==> src/rtl/cmp_cr_pkg.sv <==
package cmp_cr_pkg;

  typedef enum logic [1:0] {
    RM_NORMAL   = 2'd0,
    RM_ENVELOPE = 2'd1,
    RM_TEST     = 2'd2
  } route_mode_e;

  // Test selection has priority over envelope selection.
  function automatic route_mode_e decode_mode(input logic test_mode, input logic env_mode);
    if (test_mode)     return RM_TEST;
    else if (env_mode) return RM_ENVELOPE;
    else               return RM_NORMAL;
  endfunction

endpackage

==> src/rtl/cmp_cr_hold.sv <==
// One front-end hold register: collects a high decision while the window is open.
module cmp_cr_hold (
  input  logic clk,
  input  logic rst,
  input  logic arm_i,
  input  logic cmp_i,
  input  logic inv_i,
  output logic hold_o
);
  logic eff;
  logic hold_q;

  assign eff = cmp_i ^ inv_i;

  always_ff @(posedge clk) begin
    if (rst)        hold_q <= 1'b0;
    else if (arm_i) hold_q <= hold_q | eff;
    else            hold_q <= 1'b0;
  end

  assign hold_o = hold_q;
endmodule

==> src/rtl/cmp_cr_edge.sv <==
// Rising-edge detector against a registered copy of the strobe.
module cmp_cr_edge (
  input  logic clk,
  input  logic rst,
  input  logic sig_i,
  output logic rise_o,
  output logic sig_q_o
);
  logic sig_q;

  always_ff @(posedge clk) begin
    if (rst) sig_q <= 1'b0;
    else     sig_q <= sig_i;
  end

  assign rise_o  = sig_i & ~sig_q;
  assign sig_q_o = sig_q;
endmodule

==> src/rtl/cmp_cr_route.sv <==
// Destination decoder: turns mode, code and slot into write masks and data.
module cmp_cr_route
  import cmp_cr_pkg::*;
#(
  parameter int FE_BITS = 4,
  parameter int N_TEST  = 2,
  localparam int CODE_W = $clog2(FE_BITS),
  localparam int SLOT_W = (N_TEST > 1) ? $clog2(N_TEST) : 1,
  localparam int MAIN_W = 2 * FE_BITS
) (
  input  logic              rise_i,
  input  route_mode_e       mode_i,
  input  logic [CODE_W-1:0] code_i,
  input  logic [SLOT_W-1:0] slot_i,
  input  logic [1:0]        hold_i,
  output logic [MAIN_W-1:0] main_we_o,
  output logic [MAIN_W-1:0] main_wd_o,
  output logic [N_TEST-1:0] test_we_o,
  output logic [N_TEST-1:0] test_wd_o
);
  logic upper_en;
  logic lower_en;

  always_comb begin
    lower_en = rise_i && (mode_i != RM_TEST);
    upper_en = rise_i && (mode_i == RM_NORMAL);
  end

  for (genvar g = 0; g < FE_BITS; g++) begin : g_main
    always_comb begin
      main_we_o[g]           = lower_en && (code_i == CODE_W'(g));
      main_we_o[FE_BITS + g] = upper_en && (code_i == CODE_W'(g));
      main_wd_o[g]           = hold_i[0];
      main_wd_o[FE_BITS + g] = hold_i[1];
    end
  end

  for (genvar t = 0; t < N_TEST; t++) begin : g_test
    always_comb begin
      test_we_o[t] = rise_i && (mode_i == RM_TEST) && (slot_i == SLOT_W'(t));
      test_wd_o[t] = hold_i[0];
    end
  end
endmodule

==> src/rtl/cmp_capture_router.sv <==
module cmp_capture_router
  import cmp_cr_pkg::*;
#(
  parameter int FE_BITS = 4,
  parameter int N_TEST  = 2,
  localparam int CODE_W = $clog2(FE_BITS),
  localparam int SLOT_W = (N_TEST > 1) ? $clog2(N_TEST) : 1,
  localparam int MAIN_W = 2 * FE_BITS
) (
  input  logic              clk,
  input  logic              rst,
  input  logic              cmp_a_i,
  input  logic              cmp_b_i,
  input  logic              inv_a_i,
  input  logic              inv_b_i,
  input  logic              arm_i,
  input  logic              stop_i,
  input  logic [CODE_W-1:0] chan_i,
  input  logic              test_mode_i,
  input  logic [SLOT_W-1:0] test_slot_i,
  input  logic              env_mode_i,
  output logic [MAIN_W-1:0] flags_o,
  output logic [N_TEST-1:0] test_flags_o
);
  logic [1:0]        hold_w;
  logic [1:0]        cmp_w;
  logic [1:0]        inv_w;
  logic              rise_w;
  logic              stop_q_w;
  route_mode_e       mode_w;
  logic [MAIN_W-1:0] main_we;
  logic [MAIN_W-1:0] main_wd;
  logic [N_TEST-1:0] test_we;
  logic [N_TEST-1:0] test_wd;
  logic [MAIN_W-1:0] flags_q;
  logic [N_TEST-1:0] test_q;

  assign cmp_w  = {cmp_b_i, cmp_a_i};
  assign inv_w  = {inv_b_i, inv_a_i};
  assign mode_w = decode_mode(test_mode_i, env_mode_i);

  for (genvar f = 0; f < 2; f++) begin : g_fe
    cmp_cr_hold u_hold (
      .clk    (clk),
      .rst    (rst),
      .arm_i  (arm_i),
      .cmp_i  (cmp_w[f]),
      .inv_i  (inv_w[f]),
      .hold_o (hold_w[f])
    );
  end

  cmp_cr_edge u_stop (
    .clk     (clk),
    .rst     (rst),
    .sig_i   (stop_i),
    .rise_o  (rise_w),
    .sig_q_o (stop_q_w)
  );

  cmp_cr_route #(.FE_BITS(FE_BITS), .N_TEST(N_TEST)) u_route (
    .rise_i    (rise_w),
    .mode_i    (mode_w),
    .code_i    (chan_i),
    .slot_i    (test_slot_i),
    .hold_i    (hold_w),
    .main_we_o (main_we),
    .main_wd_o (main_wd),
    .test_we_o (test_we),
    .test_wd_o (test_wd)
  );

  for (genvar b = 0; b < MAIN_W; b++) begin : g_flag
    always_ff @(posedge clk) begin
      if (rst)             flags_q[b] <= 1'b0;
      else if (main_we[b]) flags_q[b] <= main_wd[b];
    end
  end

  for (genvar t = 0; t < N_TEST; t++) begin : g_tflag
    always_ff @(posedge clk) begin
      if (rst)             test_q[t] <= 1'b0;
      else if (test_we[t]) test_q[t] <= test_wd[t];
    end
  end

  assign flags_o      = flags_q;
  assign test_flags_o = test_q;
endmodule

==> config.mk <==
export PLATFORM = sky130hd
export DESIGN_NAME = cmp_capture_router
export DESIGN_NICKNAME = d
export VERILOG_FILES = /design/src/rtl/cmp_cr_pkg.sv /design/src/rtl/cmp_cr_hold.sv /design/src/rtl/cmp_cr_edge.sv /design/src/rtl/cmp_cr_route.sv /design/src/rtl/cmp_capture_router.sv
export SDC_FILE = /design/constraint.sdc
export NUM_CORES = 1
export LEC_CHECK = 0
export BUFFER_PORTS_ARGS = -buffer_cell sky130_fd_sc_hd__buf_2
export CAP_MARGIN = 40
export CORE_MARGIN = 2
export CORE_UTILIZATION = 40
export CTS_CLUSTER_DIAMETER = 120
export DETAILED_ROUTE_END_ITERATION = 16
export HOLD_SLACK_MARGIN = 0.08
export PLACE_DENSITY = 0.67
export SKIP_LAST_GASP = 1
export SYNTH_ARGS = -nofsm -noshare
export SYNTH_HDL_FRONTEND = slang
export SYNTH_SLANG_ARGS = --single-unit
export TNS_END_PERCENT = 50
==> constraint.sdc <==
create_clock -name clk -period 0.95 [get_ports clk]
set_input_delay 0.19 -clock clk [delete_from_list [all_inputs] [get_ports clk]]
set_output_delay 0.19 -clock clk [all_outputs]
set_load 0.05 [all_outputs]
==> impl_metrics.json <==
{
  "outcome": "finished, violations left",
  "violations": "negative setup slack",
  "report.final.slew_viol_count": 0,
  "dp_hpwl_um": 797.4,
  "grt_util_all_layers_pct": 12.58,
  "slew_at_the_pin_with_the_worst_max_slew_slack_ns": 0.2967,
  "detailed_place.area_um2": 711.9,
  "net_count_after_synthesis": 71,
  "floorplan.core_area_um2": 1334,
  "hold_path_class": "input port to flop",
  "post-route-worst-setup-slack_ns": -0.09644,
  "timing_worst_setup_path_type": "flop to flop",
  "routed_wl_um": 1086,
  "syn_area_per_cell_um2": 10.10,
  "layout.core_utilization_pct": 63.13,
  "worst_r2r_endpoint": "flags_o[6]$_SDFFE_PP0P_",
  "worstPathRequired_ns": 1.10,
  "worst_setup_hold_path_clk_slew_ns": 0.08,
  "via_count_of_the_first_global_routing_pass": 447,
  "total_power_w": 0.001013,
  "critical_path.cell_chain": "nor4b_4 > nand3b_1 > mux2i_1",
  "cts_hold_repair.buffers": 0,
  "grt_pass1_wl_um": 1683,
  "crit_path_start_kind": "flop",
  "timing.reg2reg.worst_path_depth": 3,
  "ys_types": 15,
  "numCtsBuffers": 3,
  "post-route-drc-count": 0,
  "timing.rr.start": "u_stop.sig_q_o$_SDFF_PP0_",
  "cts_tree": "yes",
  "clk-insertion-delay-late_ns": 0.27,
  "vias_per_cell": 4.700,
  "stdcell_count": 100,
  "synth_top_area_share_pct": 44.44,
  "vias": 470,
  "fmax_mhz": 955.6,
  "grt_util_met2_pct": 21.85,
  "slew_headroom_pct": 80.14,
  "yosysWarningCount": 0,
  "grt_overflow": 0,
  "place.port_buffers": 22,
  "worstSetupEndpoint": "flags_o[6]$_SDFFE_PP0P_",
  "postRouteAntennaNets": 0,
  "place.gp.congestion": 0.6473,
  "clock_tree.buffer_depth": 2,
  "pwr_density_cell_nw_per_um2": 1203,
  "ant_cells": 0,
  "syn-cell-area_um2": 585.6,
  "die_area_um2": 1786,
  "grt_setup_unrepaired": "yes",
  "die_y_um": 42.26,
  "post_synth_main_area_contributors": "dfxtp_1, mux2i_1, nand2b_1",
  "chipWidth_um": 42.26,
  "grt_antenna_before_repair": 0,
  "start_util_pct": 43.90,
  "period_minus_slack_ns": 1.046,
  "cp_arrival_ns": 1.20,
  "critical_path.endpoint_type": "flop",
  "cts.htree.levels": 1,
  "first_iter_violations": 4,
  "synthCells": 58,
  "final_layout_size_suffix_gt1_share_pct": 45.88,
  "timing.setup.tns_ns": -0.6099,
  "synth-seq-area-share_pct": 44.44,
  "r2r_slack_ns": -0.1,
  "grt_start_max_net_pins": 15,
  "clock_root_buffer": "clkbuf_4",
  "globalRouteMet1Util_pct": 13.09,
  "critical_path.startpoint": "u_stop.sig_q_o$_SDFF_PP0_",
  "met3_usage_pct": 7.759,
  "synth_top_cell_by_area": "dfxtp_1",
  "boundaryPins": 23,
  "timing.max_cap.violations": 0,
  "slowest_stage_cell_cp": "dfxtp_2",
  "ys_seq_elements": 13,
  "design.final.nets": 99,
  "hold_violations": 0,
  "irDropWorstVdd_mv": 0.8289,
  "route.detailed.wl_per_inst_um": 10.86,
  "skew_ns": 0.006800,
  "1st_pass_router_iterations": 2,
  "finalInstanceArea_um2": 842.1,
  "setup_viol_count_final": 17,
  "crit_path_max_fanout": 4,
  "gr-max-usage-layer": "met2",
  "cp_slowest_stage_delay_ns": 0.35,
  "number_of_core_rows": 13,
  "clock_sink_count": 13,
  "power_leakage_nw": 0.3913,
  "area.growth.synth_to_final_pct": 43.80,
  "ratio_of_final_minimum_period_to_clock_period_pct": 110.2,
  "numPlacedInstances": 94
}
-- flip-flops by register name, indices dropped and copies added, names as in the netlist --
| name | flops |
|---|---|
| u_stop.sig_q_o | 1 |
| g_fe.u_hold.hold_o | 2 |
| test_flags_o | 2 |
| flags_o | 8 |
-- routing by layer --
layer	vias to the layer above	part of all wire, %
li1	251	-
met1	204	44
met2	15	49
met3	0	6.8
met4	0	0
met5	-	0
-- report_power, final --
| part | switching, W | internal (W) |
|---|---|---|
| Clock | 0.000168 | 0.000163 |
| Combinational | 0.0000583 | 0.0000588 |
| Sequential | 0.00000909 | 0.000556 |
-- cell type report --
class                      instances  area [um^2]
multi-input combinational         44        321.6
fill                             126        491.7
timing repair buffer              24        202.7
sequential                        13        272.8
clock buffer                       4        26.28
tap                               15        18.77
-- placed cells by master (no fill, tap or decap) --
master and count:
o21ai_1 1, nor3b_2 1, nand3_1 2, nand3b_1 3
mux2i_1 9, nor2b_1 2, buf_8 4, clkbuf_1 1
buf_6 6, nand4b_1 1, nor4b_4 1, dfxtp_1 3
buf_4 2, nor2_1 6, and4bb_1 1, nand2_1 4
clkbuf_4 3, nand2b_1 11, dfxtp_2 10, xor2_1 2
buf_2 12
-- synth_stat cells --
master	count
nor2b_1	2
nand2_1	4
nor3b_2	1
and4bb_1	1
dfxtp_1	13
o21ai_1	1
clkbuf_1	1
nand2b_1	11
nand3b_1	3
xor2_1	2
nor4b_4	1
nand3_1	2
nand4b_1	1
mux2i_1	9
nor2_1	6
-- timing repair --
item / 4_1_cts / 5_1_grt
endpoints found under the setup margin: 19 / 19
pin swaps: 0 / 2
cloned: 0 / 0
buffers inserted: 2 / 0
resized for setup: 26 / 8
-- kinds of logic (layout without fill, tap and decap cells) --
logic type      after synthesis  after routing  synth area share (%)
buf+inv                       1             28                0.6404
xor+xnor                      2              2                 2.992
flops                        13             13                 44.44
mux                           9              9                 15.39
compound gates                1              1                0.8539
simple gates                 32             32                 35.68
-- worst max-delay path: cells and delay by family (launching register included) --
kind             cells  cell delay, ns
and+or+nand+nor      2            0.44
DFF                  1            0.35
muxes                1            0.14
-- stage by stage --
step	hold WS, ns	worst slack, ns
3_5_place_dp	0.4628	-0.1539
4_1_cts	0.1716	-0.1063
2_1_floorplan	0.3180	0.009044
3_3_place_gp	0.4478	-0.1222
5_1_grt	0.1866	-0.1937
6_report	0.1769	-0.09644
-- worst min-delay path by stage --
stage                                      to  slack [ns]  cells after the start                    start
finish              u_stop.sig_q_o$_SDFF_PP0_        0.18                      2                   stop_i
global route        u_stop.sig_q_o$_SDFF_PP0_        0.19                      2                   stop_i
CTS                 u_stop.sig_q_o$_SDFF_PP0_        0.17                      2                   stop_i
detailed placement    flags_o[1]$_SDFFE_PP0P_        0.46                      2  flags_o[1]$_SDFFE_PP0P_
global placement    u_stop.sig_q_o$_SDFF_PP0_        0.45                      2                   stop_i
floorplan           u_stop.sig_q_o$_SDFF_PP0_        0.32                      1                   stop_i
(Power assumes the default switching activity.)
